--- config.mk ---
export PLATFORM = sky130hd
export DESIGN_NAME = sysdiv_bank
export DESIGN_NICKNAME = d
export VERILOG_FILES = /design/src/rtl/sysdiv_pkg.sv /design/src/rtl/sysdiv_regs.sv /design/src/rtl/sysdiv_ctrl.sv /design/src/rtl/sysdiv_counter.sv /design/src/rtl/sysdiv_bank.sv
export SDC_FILE = /design/constraint.sdc
export NUM_CORES = 1
export LEC_CHECK = 0
export ABC_AREA = 1
export BUFFER_PORTS_ARGS = -buffer_cell sky130_fd_sc_hd__buf_2
export CAP_MARGIN = 0
export CORE_ASPECT_RATIO = 1.75
export CORE_MARGIN = 1.5
export CORE_UTILIZATION = 50
export CTS_CLUSTER_SIZE = 8
export DETAILED_ROUTE_END_ITERATION = 8
export GPL_TIMING_DRIVEN = 0
export PLACE_DENSITY = 0.7
export SYNTH_ARGS = -nofsm -noshare
export SYNTH_HDL_FRONTEND = slang
export SYNTH_SLANG_ARGS = --single-unit
--- constraint.sdc ---
create_clock -name clk -period 3.3 [get_ports clk]
set_input_delay 0.165 -clock clk [delete_from_list [all_inputs] [get_ports clk]]
set_output_delay 0.165 -clock clk [all_outputs]
set_load 0.02 [all_outputs]
--- src/rtl/sysdiv_pkg.sv ---
package sysdiv_pkg;

    typedef enum logic [1:0] {
        ST_IDLE   = 2'd0,
        ST_DRAIN  = 2'd1,
        ST_COMMIT = 2'd2
    } go_state_t;

    localparam int          EN_BIT   = 15;
    localparam logic [11:0] CMD_OFS  = 12'h138;
    localparam logic [11:0] STAT_OFS = 12'h13C;

    // Control words sit in two separate runs of the address space.
    function automatic logic [11:0] div_offset(input int idx);
        logic [11:0] o;
        if (idx < 3) o = 12'h118 + 12'(4 * idx);
        else         o = 12'h160 + 12'(4 * (idx - 3));
        return o;
    endfunction

endpackage

--- src/rtl/sysdiv_regs.sv ---
module sysdiv_regs
    import sysdiv_pkg::*;
#(
    parameter int NUM_DIV    = 9,
    parameter int RATIO_W    = 5,
    parameter int ADDR_W     = 12,
    parameter logic [NUM_DIV-1:0] FIXED_MASK = '0
) (
    input  logic                            clk,
    input  logic                            rst_n,
    input  logic                            we,
    input  logic [ADDR_W-1:0]               addr,
    input  logic [31:0]                     wdata,
    input  logic                            busy,
    output logic [31:0]                     rdata,
    output logic [NUM_DIV-1:0][RATIO_W-1:0] pend,
    output logic [NUM_DIV-1:0]              div_en,
    output logic                            go_wr
);

    logic [NUM_DIV-1:0] hit;

    for (genvar i = 0; i < NUM_DIV; i++) begin : g_word
        assign hit[i] = (addr == ADDR_W'(div_offset(i)));

        always_ff @(posedge clk or negedge rst_n) begin
            if (!rst_n)              div_en[i] <= 1'b1;
            else if (we && hit[i])   div_en[i] <= wdata[EN_BIT];
        end

        if (FIXED_MASK[i]) begin : g_fixed
            assign pend[i] = '0;
        end else begin : g_prog
            always_ff @(posedge clk or negedge rst_n) begin
                if (!rst_n)            pend[i] <= '0;
                else if (we && hit[i]) pend[i] <= wdata[RATIO_W-1:0];
            end
        end
    end

    assign go_wr = we && (addr == ADDR_W'(CMD_OFS)) && wdata[0];

    always_comb begin
        rdata = '0;
        for (int k = 0; k < NUM_DIV; k++) begin
            if (hit[k]) begin
                rdata[EN_BIT]        = div_en[k];
                rdata[RATIO_W-1:0]   = pend[k];
            end
        end
        if (addr == ADDR_W'(STAT_OFS)) rdata[0] = busy;
    end

endmodule

--- src/rtl/sysdiv_ctrl.sv ---
module sysdiv_ctrl
    import sysdiv_pkg::*;
(
    input  logic clk,
    input  logic rst_n,
    input  logic go_wr,
    input  logic all_ready,
    output logic busy,
    output logic align,
    output logic apply
);

    go_state_t state, nxt;

    always_ff @(posedge clk or negedge rst_n) begin
        if (!rst_n) state <= ST_IDLE;
        else        state <= nxt;
    end

    always_comb begin
        nxt = state;
        unique case (state)
            ST_IDLE:   if (go_wr)     nxt = ST_DRAIN;
            ST_DRAIN:  if (all_ready) nxt = ST_COMMIT;
            ST_COMMIT:                nxt = ST_IDLE;
            default:                  nxt = ST_IDLE;
        endcase
    end

    always_comb begin
        busy  = (state != ST_IDLE);
        align = (state == ST_DRAIN);
        apply = (state == ST_COMMIT);
    end

    AST_COMMIT_AFTER_READY: assert property (@(posedge clk) disable iff (!rst_n)
        (state == ST_COMMIT) |-> $past(all_ready));
    AST_COMMIT_SINGLE: assert property (@(posedge clk) disable iff (!rst_n)
        (state == ST_COMMIT) |=> (state == ST_IDLE));
    AST_IDLE_HOLDS: assert property (@(posedge clk) disable iff (!rst_n)
        (state == ST_IDLE && !go_wr) |=> (state == ST_IDLE));

endmodule

--- src/rtl/sysdiv_counter.sv ---
module sysdiv_counter #(
    parameter int RATIO_W = 5
) (
    input  logic               clk,
    input  logic               rst_n,
    input  logic               en,
    input  logic [RATIO_W-1:0] pend,
    input  logic               align,
    input  logic               apply,
    output logic               tick,
    output logic               ready
);

    logic [RATIO_W-1:0] cnt, act;
    logic               parked;

    assign tick  = en && !parked && (cnt == act);
    assign ready = !en || parked;

    always_ff @(posedge clk or negedge rst_n) begin
        if (!rst_n) begin
            cnt    <= '0;
            act    <= '0;
            parked <= 1'b0;
        end else begin
            if (apply) act <= pend;
            if (!en || apply) begin
                cnt    <= '0;
                parked <= 1'b0;
            end else if (!parked) begin
                if (cnt == act) begin
                    cnt    <= '0;
                    parked <= align;
                end else begin
                    cnt <= cnt + 1'b1;
                end
            end
        end
    end

    AST_ACTIVE_ON_COMMIT: assert property (@(posedge clk) disable iff (!rst_n)
        !apply |=> $stable(act));
    AST_PARK_ONLY_BUSY: assert property (@(posedge clk) disable iff (!rst_n)
        parked |-> (align || apply));
    AST_BACK_TO_BACK_PASS: assert property (@(posedge clk) disable iff (!rst_n)
        (tick && $past(tick)) |-> (act == '0));

endmodule

--- src/rtl/sysdiv_bank.sv ---
module sysdiv_bank
    import sysdiv_pkg::*;
#(
    parameter int NUM_DIV = 9,
    parameter int RATIO_W = 5,
    parameter int ADDR_W  = 12,
    parameter logic [NUM_DIV-1:0] FIXED_MASK = '0
) (
    input  logic               clk,
    input  logic               rst_n,
    input  logic               reg_we,
    input  logic [ADDR_W-1:0]  reg_addr,
    input  logic [31:0]        reg_wdata,
    output logic [31:0]        reg_rdata,
    output logic [NUM_DIV-1:0] clk_en
);

    logic [NUM_DIV-1:0][RATIO_W-1:0] pend;
    logic [NUM_DIV-1:0]              div_en;
    logic [NUM_DIV-1:0]              ready;
    logic go_wr, busy, align, apply;

    sysdiv_regs #(
        .NUM_DIV(NUM_DIV), .RATIO_W(RATIO_W), .ADDR_W(ADDR_W), .FIXED_MASK(FIXED_MASK)
    ) u_regs (
        .clk(clk), .rst_n(rst_n), .we(reg_we), .addr(reg_addr), .wdata(reg_wdata),
        .busy(busy), .rdata(reg_rdata), .pend(pend), .div_en(div_en), .go_wr(go_wr)
    );

    sysdiv_ctrl u_ctrl (
        .clk(clk), .rst_n(rst_n), .go_wr(go_wr), .all_ready(&ready),
        .busy(busy), .align(align), .apply(apply)
    );

    for (genvar i = 0; i < NUM_DIV; i++) begin : g_div
        sysdiv_counter #(.RATIO_W(RATIO_W)) u_cnt (
            .clk(clk), .rst_n(rst_n), .en(div_en[i]), .pend(pend[i]),
            .align(align), .apply(apply), .tick(clk_en[i]), .ready(ready[i])
        );

        AST_DISABLED_LOW: assert property (@(posedge clk) disable iff (!rst_n)
            !div_en[i] |-> !clk_en[i]);
    end

endmodule

Yosys cells after proc, flatten, opt, wreduce, memory -nomap -nowiden

Cells that the tools add are included.

Bits of input ports: 47
Output and inout port bits: 41
Bits in registers: 155
Word-level logic and storage cells: 233

Reduce and logical (&&, ||, !) cells: 69
Equality and inequality tests: 33
Multiplexer cells: 76
$add $sub $neg: 9

Operator list:

| kind                                                              | count |
|---|---|
| 5-bit 2-to-1 mux                                                  | 36 |
| 12-bit by 9-bit == test with 1-bit output (second input constant) | 11 |
| 5-bit by 1-bit adder with 5-bit output (second input constant)    | 9 |
| 5-bit == test                                                     | 9 |
| 1-bit 2-to-1 mux                                                  | 37 |
| 1-bit logical AND                                                 | 29 |
| 2-bit inequality test (second input constant)                     | 11 |
| 1-bit logical NOT                                                 | 18 |
| 1-bit logical OR                                                  | 18 |
| 9-bit AND reduction                                               | 1 |
| 2-bit 2-to-1 mux                                                  | 2 |
| 2-bit case mux with 2 select lines                                | 1 |
| 2-bit by 1-bit == test with 1-bit output (second input constant)  | 1 |
| 2-bit == test (second input constant)                             | 1 |
| 2-bit logical NOT                                                 | 1 |
| 2-bit AND reduction                                               | 1 |
| 2-bit nonzero test                                                | 1 |

Logic depth before layout (Yosys ltp)

Gate-level depths: netlist of the first run.

Depth after elaboration: 11
Depth in mapped cells: 17
Gate-level depth less buffers: 17

Cells and area by module

Synthesis of the first run repeated with hierarchy kept, for this count alone.

Cells, all modules: 1025
Area total of the unflattened synthesis: 8869.8 sq um

Modules (own cells, without submodules):

| module         | area each (sq um) | cells each | times used | seq. area each (sq um) |
|---|---|---|---|---|
| sysdiv_counter | 631.9             | 71         | 9          | 275.3 |
| sysdiv_regs    | 3054.2            | 365        | 1          | 1362.6 |
| sysdiv_ctrl    | 97.6              | 13         | 1          | 50.0 |
| sysdiv_bank    | 31.3              | 8          | 1          | 0.0 |

Worst setup path after synthesis of the first run

No wires, ideal clock.

Kind: input -> output
Start point: input port reg_addr[9]
End point: output port reg_rdata[0]
Setup slack: 1.722 ns
Required time: 3.135 ns
Stages: 17
Arrival: 1.413 ns
Buffers on the path: 0
Cell sequence: inv_2 -> nand2_2 -> nor2_8 -> nand2_4 -> nor2_4 -> nand2_2 -> nand2_1 -> inv_1 -> nand2_1 -> nand2_1 -> nand2_1 -> nand2_1 -> nand2_1 -> nand2_1 -> nand2_1 -> nand2_1 -> a21oi_2

Longest elaborated chain between the ends: 11
Elaborated cells on any way between the ends: 20

RTL lines:

| what                                      | RTL line          | source |
|---|---|---|
| from (decl)                               | sysdiv_bank.sv:12 | `input logic [ADDR_W-1:0] reg_addr,` |
| 12-bit by 9-bit == test with 1-bit output | sysdiv_regs.sv:24 | `assign hit[i] = (addr == ADDR_W'(div_offset(i)));` |
| 5-bit 2-to-1 mux (9 in series)            | sysdiv_regs.sv:46 | `if (hit[k]) begin` |
| 1-bit 2-to-1 mux *                        | sysdiv_regs.sv:51 | `if (addr == ADDR_W'(STAT_OFS)) rdata[0] = busy;` |
| to (decl)                                 | sysdiv_bank.sv:14 | `output logic [31:0] reg_rdata,` |

Mark *: on every way between the ends. The rest lies on a longest branch, timed or not.

Final worst setup path of the first run

Start point: register u_ctrl.state[0]
End point: register g_div[4].u_cnt.act[0]

Longest elaborated chain between the ends: 1

RTL lines:

| what                   | RTL line             | source |
|---|---|---|
| from (decl)            | sysdiv_ctrl.sv:13    | `go_state_t state, nxt;` |
| from (signal assigned) | sysdiv_ctrl.sv:17    | `else state <= nxt;` |
| 2-bit == test          | sysdiv_ctrl.sv:33    | `apply = (state == ST_COMMIT);` |
| to (signal assigned)   | sysdiv_counter.sv:26 | `if (apply) act <= pend;` |
| to (decl)              | sysdiv_counter.sv:14 | `logic [RATIO_W-1:0] cnt, act;` |

No other way between the ends.
A chain may end at the register's enable or synchronous reset.

==> results.md, run 1 <==
- Final wirelength: 19360 microns
- Num CTS Buffers: 17
- Rel. slew slack: 41.63%
- Status: complete, no violations
- Comb pwr share: 3.7%
- Cell variety after synth: 41
- Pins over their slew limit: 0
- Clk_skew: 0.009836 ns
- Switching pwr: 0.9330 mW
- Synthesized area: 7968 sq um
- Post_cts resized: 0
- Syn_area_per_cell: 8.282 sq um
- Util after Layout: 59.18%
- Final setup fails: 0
- Final worst-path setup slack: 1.026 ns
- Critical Path Slowest Stage Cell: nor2_2
- Measured slew at the worst slew-check pin: 0.8755 ns
- Int Pwr: 3.261 mW
- Worst slack, placed: 1.087 ns
- Area grow syn2layout: 14.87%
- Most frequent CP cell: nand2_1
- Largest net degree at the start of global routing: 99
- Vias in the first global route: 6422
- TNS Setup: 0 ns
- Core Area: 15460 sq um
- Critical path's largest stage delay: 0.58 ns
- Sw Share: 22.25%
- Antenna-violating nets left: 0
- Crit path DAT: 2.63 ns
- Routed WL per cell: 15.60 microns
- Final Instance Count excl. Fillers: 1241
- Power density cells: 458.2 nW/um^2
- Router iterations before antenna repair: 5
- Setup crit end kind: register
- Fmax: 439.7 MHz
- RSZ-0062 raised after global routing: false
- Primary FF master, synth: dfrtp_1
- Most frequent cells in the layout: nand2_1, dfrtp_1, inv_1
- Clk Latency, worst-skew pair: 0.43 ns
- Die area: 16730 sq um
- Max_cap viols: 0
- DRC violations left: 0
- Flop-to-flop setup slack: 1.03 ns
- Htree depth: 4
- Vias: 6494
- GRT Util Overall: 24.21%
- Sequential share of power: 45.5%
- Die height: 170.0 microns
- EDFF count, synth: 0
- Max clock buf depth: 2
- Post-placement cell area: 8503 sq um
- Post-synthesis sequential area ratio: 48.82%
- Asr flop ratio synth: 100.0%
- Initial antenna violation count: 0
- Worst Hold Slack: 0.06299 ns
- Buffers on Ports: 35
- Crit path max fanout: 10
- Clock power frac: 50.8%
- DP HPWL: 13870 microns
- Critical-path cell list: nor2_2 > buf_2 > buf_1 > nand2_1 > nand2_1
- Yosys warning count: 0
- Startpoint Class: register
- Proportion of layout cells with a drive suffix above 1: 13.93%
- Total grt overflow: 0
- Ant. Diodes: 0
- DR iter-0 viols: 314
- Setup Crit Path Kind: reg2reg
- Post-Syn Instances: 962
- Commonest non-fill, non-tap cell in the layout: nand2_1
- Via-to-Cell Ratio: 5.233
- Clock transition at path regs: 0.06 ns
- Peak supply drop: 0.2796 mV
- Row count: 60
- Final GP Congestion: 0.9252
- Nets@finish: 1099
- Hold crit path type: in2reg
- Initial core utilization: 51.52%
- Root Buffer Master: clkbuf_16
- CTS tree: built
- Pwr Total: 4.194 mW
- Global-route wire length before repair: 31460 microns
- Post-route cell area: 9153 sq um
- IO Count: 88
- Placed cells: 1209
- CTS sink count: 155
- Pleak: 4.568 nW
- Worst Path Required: 3.66 ns
- Hold Vio Cnt, Final: 0
- Final min period: 2.274 ns
- #FFs+latches synth: 155
- Final worst-path cycle share: 68.92%
- Die Width: 98.43 microns
[cell usage after synthesis, drive strengths merged (4+ instances only)]
library cell	count	area, sq um
nand2	251	967.2
o31ai	9	67.56
o22ai	8	50.05
nand3	43	220.2
xnor2	16	140.1
nor2	77	366.6
dfrtp	146	3654
buf	42	300.3
dfstp	9	236.5
ha	9	112.6
inv	104	390.4
xor2	41	359.1
a21oi	51	262.8
and2	4	25.02
o21ai	94	470.5
o2111ai	4	35.03
and3	6	37.54
clkbuf	16	60.06
nand4	7	43.79
nor3	12	65.06
[sequential cells by signal (all words and copies together), names as in the netlist]
name                cells
g_div.u_cnt.cnt        45
g_div.u_cnt.parked      9
u_regs.pend            45
u_regs.div_en           9
g_div.u_cnt.act        45
u_ctrl.state            2
[worst paths after layout]
check                           depth (start not counted)                                end                   startpoint
max in group asynchronous                               3       u_regs.div_en[0]$_DFFE_PN1P_                        rst_n
worst min register to register                          2        u_regs.pend[28]$_DFFE_PN0P_  u_regs.pend[28]$_DFFE_PN0P_
min in group asynchronous                               2  g_div[4].u_cnt.cnt[1]$_DFFE_PN0P_                        rst_n
worst min-delay path                                    3        u_regs.pend[15]$_DFFE_PN0P_                 reg_wdata[0]
worst max-delay path                                    5  g_div[4].u_cnt.act[0]$_DFFE_PN0P_  u_ctrl.state[0]$_DFFE_PN0P_
worst max register to register                          5  g_div[4].u_cnt.act[0]$_DFFE_PN0P_  u_ctrl.state[0]$_DFFE_PN0P_
[per-layer routing]
layer  vias to the layer above  GRT usage, %  share of wire (%)
li1                       3211             -                  -
met1                      3092         27.98                 41
met2                       143         43.69                 52
met3                        48         3.696                3.0
met4                         0         11.02                3.6
met5                         -             0                  0
[cell families (layout without fill, tap and decap cells)]
kind of cell             Yosys count  after routing  synth area share [%]
other                              1             26               0.04707
XOR/XNOR                          57             57                 6.266
AO/OA/AOI/OAI                    176            176                 12.17
multiplexers                       1              1                0.1256
AND/OR/NAND/NOR                  401            401                 21.73
flip-flops                       155            155                 48.82
adder cells (fa/ha/maj)            9              9                 1.413
buffers and inverters            162            230                 9.422
[layout make-up]
class / count / area, sq um
inverter: 104 / 390.4
fill: 1380 / 6312
clock buffer: 19 / 452.9
clock inverter: 12 / 186.4
timing repair buffer: 37 / 219.0
multi-input combinational: 670 / 3421
sequential: 155 / 3890
tap: 186 / 232.7
buffer: 58 / 360.3
[worst max-delay path: cells and delay by family (launching register included)]
kind | cells | cell delay (ns)
buf+inv | 2 | 0.92
flops | 1 | 0.40
simple gates | 3 | 0.88
[power by group through the flow]
stage | Sequential [mW] | Combinational (mW) | Clock [mW]
finish | 1.91 | 0.156 | 2.13
global route | 1.91 | 0.173 | 2.22
CTS | 1.91 | 0.158 | 2.14
detailed placement | 1.94 | 0.156 | 0
global placement | 1.94 | 0.150 | 0
floorplan | 1.94 | 0.0814 | 0
[what timing repair did]
item / in CTS / in global routing
endpoints found under the hold margin: 55 / 0
buffers inserted: 0 / 0
hold buffers: 1 / 0
Power figures use the tool's default switching activity.
==> run 2, diff against run 1 <==
ABC_AREA = 0   (was 1)
PLACE_DENSITY = 0.72   (was 0.7)
clock period = 2.02 ns   (was 3.3 ns; I/O delays follow)
==> results.md, run 2 <==
- Status: finished with violations (was complete, no violations)
- Failing checks: negative setup slack
- Proportion of layout cells with a drive suffix above 1: 24.13% (was 13.93%)
- Ant. Diodes: 0 (unchanged)
- Most frequent cell after synthesis: nand2_1 (unchanged)
- GRT Util Overall: 25.60% (was 24.21%)
- Largest net degree at the start of global routing: 87 (was 99)
- Clock transition at path regs: 0.06 ns (about the same)
- RSZ-0062 raised after global routing: true (was false)
- Top cells by count, synth: nand2_1, dfrtp_1, nor2_1, mux2_2, buf_4 (was nand2_1, dfrtp_1, inv_1, o21ai_0, nor2_1)
- DRC violations left: 0 (unchanged)
- Max_cap viols: 0 (unchanged)
- Measured slew at the worst slew-check pin: 0.7049 ns (was 0.8755 ns)
- Pleak: 4.777 nW (was 4.568 nW)
- Worst Path Required: 1.92 ns (was 3.66 ns)
- Global-route wire length before repair: 34050 microns (was 31460 microns)
- Via-to-Cell Ratio: 5.686 (was 5.233)
- Clk_skew: 0.01309 ns (was 0.009836 ns)
- Worst Hold Slack: 0.05651 ns (was 0.06299 ns)
- Util after Layout: 59.88% (was 59.18%)
- Final min period: 2.124 ns
- Final setup fails: 2 (was 0)
- Rel. slew slack: 53.01% (was 41.63%)
- IO Count: 88 (unchanged)
- Htree depth: 4 (unchanged)
- Post-Syn Instances: 871 (was 962)
- Crit path max fanout: 3 (was 10)
- #FFs+latches synth: 155 (unchanged)
- CTS sink count: 155 (unchanged)
- Final wirelength: 20980 microns (was 19360 microns)
- Peak supply drop: 0.4152 mV (was 0.2796 mV)
- Final worst-path setup slack: -0.1043 ns (was 1.026 ns)
- Setup Crit Path Kind: reg2out (was reg2reg)
- Antenna-violating nets left: 0 (unchanged)
- Die area: 17370 sq um (was 16730 sq um)
- Nets@finish: 1025 (was 1099)
- EDFF count, synth: 0 (unchanged)
- Synthesized area: 8282 sq um (was 7968 sq um)
- CTS tree: built (unchanged)
- Router iterations before antenna repair: 4 (was 5)
- Hold Vio Cnt, Final: 0 (unchanged)
- Num CTS Buffers: 17 (unchanged)
- Final GP Congestion: 1.031 (was 0.9252)
- Vias in the first global route: 6759 (was 6422)
- Vias: 6675 (was 6494)
- Post-synthesis sequential area ratio: 46.97% (was 48.82%)
- Initial antenna violation count: 0 (unchanged)
- Die Width: 100.3 microns (was 98.43 microns)
- Crit path DAT: 2.02 ns (was 2.63 ns)
- Setup crit end kind: primary output (was register)
- Cell variety after synth: 60 (was 41)
- DR iter-0 viols: 282 (was 314)
- Cell taking the most area after synthesis: dfrtp_1 (unchanged)
- Max clock buf depth: 2 (unchanged)
- Asr flop ratio synth: 100.0% (unchanged)
- Post-synth top area share: 44.12% (was 45.85%)
- Area grow syn2layout: 17.80% (was 14.87%)
- Hold crit path type: in2reg (unchanged)
- Largest registers: g_div.u_cnt.act (45), g_div.u_cnt.cnt (45), u_regs.pend (45) (unchanged)
- Buffers on Ports: 34 (was 35)
- Area contributors post-synth: dfrtp_1, nand2_1, mux2_2, xor2_1, buf_4 (was dfrtp_1, nand2_1, o21ai_0, xor2_1, inv_1)
- Final worst-path cycle share: 105.2%
- Row count: 62 (was 60)
- Power density cells: 671.3 nW/um^2 (was 458.2 nW/um^2)
- Most frequent cells in the layout: nand2_1, dfrtp_1, buf_4 (was nand2_1, dfrtp_1, inv_1)
- Routed WL per cell: 17.87 microns (was 15.60 microns)
- Syn_area_per_cell: 9.508 sq um (was 8.282 sq um)
- Primary FF master, synth: dfrtp_1 (unchanged)
- Root Buffer Master: clkbuf_16 (unchanged)
- Fmax: 470.7 MHz
- Commonest non-fill, non-tap cell in the layout: nand2_1 (unchanged)
- Total grt overflow: 0 (unchanged)
- Die height: 173.3 microns (was 170.0 microns)
- Clk Latency, worst-skew pair: 0.43 ns (about the same)
- Core Area: 16290 sq um (was 15460 sq um)
- Pins over their slew limit: 0 (unchanged)
- Initial core utilization: 50.84% (was 51.52%)
- Startpoint Class: register (unchanged)
- DP HPWL: 15270 microns (was 13870 microns)
- Yosys warning count: 0 (unchanged)
- Fill count: 1403 (was 1380)
[run 2: cell types whose count changed after synthesis, sizes merged, moves of 9 or more]
| cell | delta |
|---|---|
| a21oi | -21 |
| a31oi | +10 |
| clkbuf | +13 |
| inv | -96 |
| mux2 | +53 |
| nand2 | -41 |
| nand3b | +10 |
| nor2 | -24 |
| nor2b | +11 |
| nor3 | +16 |
| o21ai | -73 |
| o21bai | +9 |
[run 2: final cells by class]
class                      count  area, sq um  area share, %
timing repair buffer          56        385.4          3.950
multi-input combinational    663         4232          43.38
inverter                       9        33.78         0.3463
tap                          192        240.2          2.462
clock inverter                13        110.1          1.129
clock buffer                  19        442.9          4.540
sequential                   155         3891          39.89
buffer                        67        420.4          4.309
[run 2: stage by stage]
step | total power [mW] | setup slack, ns | TNS (ns) | instances | cell area, sq um
3_3_place_gp | 3.579 | -1.461 | -232.57 | 1122 | 8798
6_report | 6.549 | -0.1043 | -0.1692 | 1174 | 9756
3_5_place_dp | 3.586 | -0.4748 | -18.34 | 1123 | 8832
4_1_cts | 6.582 | -0.05926 | -0.1780 | 1166 | 9642
5_1_grt | 6.754 | -0.1675 | -0.4164 | 1174 | 9756
2_1_floorplan | 3.415 | -0.01497 | -0.07486 | 896 | 8388
[run 2: power by group]
group / total, mW / switching [mW] / internal [mW] / leakage, nW
combinational: 0.431 / 0.283 / 0.147 / 2.39
sequential: 3.13 / 0.0161 / 3.12 / 2.13
clock: 2.98 / 1.35 / 1.63 / 0.255
[run 2: path summary, 6_finish.rpt]
path / start / endpoint / slack (ns) / cells past startpoint
max in group asynchronous: rst_n / u_regs.div_en[1]$_DFFE_PN1P_ / 0.89 / 3
worst min-delay path: reg_wdata[15] / u_regs.div_en[4]$_DFFE_PN1P_ / 0.06 / 3
worst max-delay path: u_regs.pend[26]$_DFFE_PN0P_ / reg_rdata[1] / -0.10 / 6
worst max register to register: u_ctrl.state[1]$_DFFE_PN0P_ / g_div[6].u_cnt.act[0]$_DFFE_PN0P_ / 0.09 / 5
worst min register to register: u_regs.pend[37]$_DFFE_PN0P_ / g_div[7].u_cnt.act[2]$_DFFE_PN0P_ / 0.49 / 2
min in group asynchronous: rst_n / u_regs.pend[13]$_DFFE_PN0P_ / 0.23 / 2
[run 2: logic make-up after synthesis]
group / after synthesis / share of synthesized area [%]
AND/OR/NAND/NOR: 399 / 22.71
other: 1 / 0.04528
adder cells (fa/ha/maj): 9 / 1.360
buffers and inverters: 78 / 5.318
XOR/XNOR: 55 / 5.817
multiplexers: 62 / 8.838
AO/OA/AOI/OAI: 112 / 8.944
flip-flops: 155 / 46.97
[run 2: critical path, stage by stage (launching register included)]
cell and delay [ns]:
dfrtp_1 0.41, nor4bb_1 0.28, a21oi_1 0.09, a2111oi_2 0.40
or3_1 0.19, a221oi_2 0.07, buf_4 0.17
[run 2: per-layer routing]
| metal | track usage, % | up-vias | share of wire [%] |
|---|---|---|---|
| li1 | - | 3162 | - |
| met1 | 28.65 | 3240 | 38 |
| met2 | 44.33 | 191 | 52 |
| met3 | 4.758 | 82 | 4.2 |
| met4 | 15.55 | 0 | 5.8 |
| met5 | 0 | - | 0 |
[run 2: timing repair]
item / CTS / global route
hold buffers: 1 / 0
cloned: 0 / 0
setup buffers: 11 / 9
gates resized for setup: 46 / 17
pin swaps: 13 / 15
hold endpoints to repair: 65 / 0
setup endpoints to repair: 85 / 27
==> run 3, diff against run 2 <==
CORE_MARGIN = 1   (was 1.5)
CTS_BUF_LIST = sky130_fd_sc_hd__clkbuf_4 sky130_fd_sc_hd__clkbuf_8   (was default)
==> results.md, run 3 (same netlist as run 2, synthesis figures left out) <==
- RSZ-0062 raised after global routing: true (unchanged)
- Final worst-path setup slack: -0.1007 ns (was -0.1043 ns)
- Startpoint Class: register (unchanged)
- Critical-path cell list: nor4bb_2 > a21oi_2 > a2111oi_2 > or3_1 > a221oi_2 > buf_4 (was nor4bb_1 > a21oi_1 > a2111oi_2 > or3_1 > a221oi_2 > buf_4)
- Largest registers: g_div.u_cnt.act (45), g_div.u_cnt.cnt (45), u_regs.pend (45) (unchanged)
- Row count: 61 (was 62)
- Failing checks: negative setup slack (unchanged)
- Max clock buf depth: 2 (unchanged)
- Final worst-path cycle share: 105.0% (was 105.2%)
- Setup Crit Path Kind: reg2out (unchanged)
- Proportion of layout cells with a drive suffix above 1: 25.58% (was 24.13%)
- Num CTS Buffers: 17 (unchanged)
- Routed WL per cell: 18.19 microns (was 17.87 microns)
- Power density cells: 627.8 nW/um^2 (was 671.3 nW/um^2)
- Vias in the first global route: 6542 (was 6759)
- Core Area: 16030 sq um (was 16290 sq um)
- Setup crit end kind: primary output (unchanged)
- Total grt overflow: 0 (unchanged)
- Ant. Diodes: 0 (unchanged)
- CTS sink count: 155 (unchanged)
- DP HPWL: 15490 microns (was 15270 microns)
- Die area: 17100 sq um (was 17370 sq um)
- Critical path's largest stage delay: 0.42 ns (was 0.41 ns)
- Buffers on Ports: 34 (unchanged)
- Measured slew at the worst slew-check pin: 0.7858 ns (was 0.7049 ns)
- Critical Path Slowest Stage Cell: dfrtp_1 (unchanged)
- DRC violations left: 0 (unchanged)
- Crit path max fanout: 2 (was 3)
- Fmax: 471.5 MHz (was 470.7 MHz)
- Status: finished with violations (unchanged)
- Clock transition at path regs: 0.08 ns (was 0.06 ns)
- Clk Latency, worst-skew pair: 0.45 ns (was 0.43 ns)
- Most frequent cells in the layout: nand2_1, dfrtp_1, buf_4 (unchanged)
- Root Buffer Master: clkbuf_8 (was clkbuf_16)
- Peak supply drop: 0.4648 mV (was 0.4152 mV)
- IO Count: 88 (unchanged)
- Rel. slew slack: 47.62% (was 53.01%)
- Final wirelength: 21430 microns (was 20980 microns)
- Nets@finish: 1032 (was 1025)
- Clk_skew: 0.01314 ns (was 0.01309 ns)
- Max_cap viols: 0 (unchanged)
- Final min period: 2.121 ns (was 2.124 ns)
- Router iterations before antenna repair: 4 (unchanged)
- Final GP Congestion: 0.9849 (was 1.031)
- Global-route wire length before repair: 34240 microns (was 34050 microns)
- Post-placement cell area: 8828 sq um (was 8832 sq um)
- Area grow syn2layout: 16.71% (was 17.80%)
- Pins over their slew limit: 0 (unchanged)
- Largest net degree at the start of global routing: 87 (unchanged)
- Worst Path Required: 1.92 ns (about the same)
- Final setup fails: 4 (was 2)
- Die height: 172.3 microns (was 173.3 microns)
- Commonest non-fill, non-tap cell in the layout: nand2_1 (unchanged)
- Via-to-Cell Ratio: 5.595 (was 5.686)
- Final Instance Count excl. Fillers: 1178 (was 1174)
- Worst Hold Slack: 0.02988 ns (was 0.05651 ns)
- Initial core utilization: 51.67% (was 50.84%)
- Htree depth: 4 (unchanged)
- CTS tree: built (unchanged)
- Post-route cell area: 9666 sq um (was 9756 sq um)
- GRT Util Overall: 26.71% (was 25.60%)
- Placed cells: 1120 (was 1123)
- Die Width: 99.29 microns (was 100.3 microns)
- Hold crit path type: in2reg (unchanged)
- DR iter-0 viols: 356 (was 282)
- Vias: 6591 (was 6675)
- Hold Vio Cnt, Final: 0 (unchanged)
- Pleak: 4.757 nW (was 4.777 nW)
- Initial antenna violation count: 0 (unchanged)
- Worst slack, placed: -0.3811 ns (was -0.4748 ns)
- Antenna-violating nets left: 0 (unchanged)
- Crit path DAT: 2.02 ns (about the same)
run 3: changes by cell type in the layout (fill, tap and decap cells not counted), moves of 3 or more:
| cell | previous run | this run |
|---|---|---|
| dfrtp_1 | 145 | 139 |
| buf_2 | 32 | 29 |
| inv_6 | 4 | 1 |
| clkbuf_16 | 17 | 0 |
| buf_4 | 56 | 66 |
| dfrtp_2 | 1 | 7 |
| clkbuf_2 | 9 | 13 |
| clkinvlp_4 | 5 | 2 |
| bufinv_16 | 0 | 3 |
| clkbuf_8 | 1 | 18 |
run 3: what timing repair did:
item | in CTS | in global routing
endpoints found under the hold margin | 65 | 0
setup endpoints to repair | 95 | 37
pin swaps | 13 | 7
setup buffers | 15 | 12
hold buffers | 1 | 0
resized for setup | 42 | 26
run 3: path summary, 6_finish.rpt:
check                                                          to  slack, ns                               from  cells after the start
worst max-delay path                                 reg_rdata[1]      -0.10        u_regs.pend[26]$_DFFE_PN0P_                      6
worst min-delay path                 u_regs.div_en[4]$_DFFE_PN1P_       0.03                      reg_wdata[15]                      3
worst max register to register  g_div[6].u_cnt.cnt[2]$_DFFE_PN0P_       0.13        u_ctrl.state[1]$_DFFE_PN0P_                      4
worst min register to register  g_div[0].u_cnt.act[2]$_DFFE_PN0P_       0.50  g_div[0].u_cnt.act[2]$_DFFE_PN0P_                      2
max in group asynchronous            u_regs.div_en[1]$_DFFE_PN1P_       0.94                              rst_n                      3
min in group asynchronous             u_regs.pend[18]$_DFFE_PN0P_       0.21                              rst_n                      2
run 3: per-stage QoR:
| stage | power (mW) | utilization (%) | TNS [ns] |
|---|---|---|---|
| after detailed placement | 3.589 | 55.08 | -18.00 |
| after global routing | 6.281 | 60.30 | -0.5635 |
| final | 6.068 | 60.30 | -0.1959 |
| after global placement | 3.579 | 54.87 | -234.53 |
| after CTS | 6.117 | 59.44 | -0.2540 |
| after floorplan | 3.415 | - | -0.07486 |
run 3: per-layer routing:
layer / wire length, microns / vias to the layer above / GRT usage (%)
met5: 0 / - / 0
met4: 1180 / 0 / 16.11
met3: 670 / 62 / 4.487
met2: 11230 / 153 / 47.55
met1: 8345 / 3203 / 29.68
li1: - / 3173 / -
run 3: critical path, delay by kind of cell, from the launching register on:
kind,cells,cell delay [ns]
flip-flops,1,0.42
buffers and inverters,1,0.17
AO/OA/AOI/OAI,3,0.49
AND/OR/NAND/NOR,2,0.50
run 3: area by class of cell:
class                   instances  area [sq um]
plain buffers                  67         422.9
clock buffers                  20         262.8
clock inverters                12         165.2
fillers                      1407          6362
inverters                       9         33.78
multi-input cells             663          4213
flip-flops and latches        155          3899
well taps                     189         236.5
repair buffers                 63         432.9
run 3: report_power, final:
part           total [mW]  internal, mW  switching, mW
sequential           3.13          3.12         0.0174
clock                2.51          1.30           1.21
combinational       0.428         0.146          0.282
total                6.07          4.56           1.51
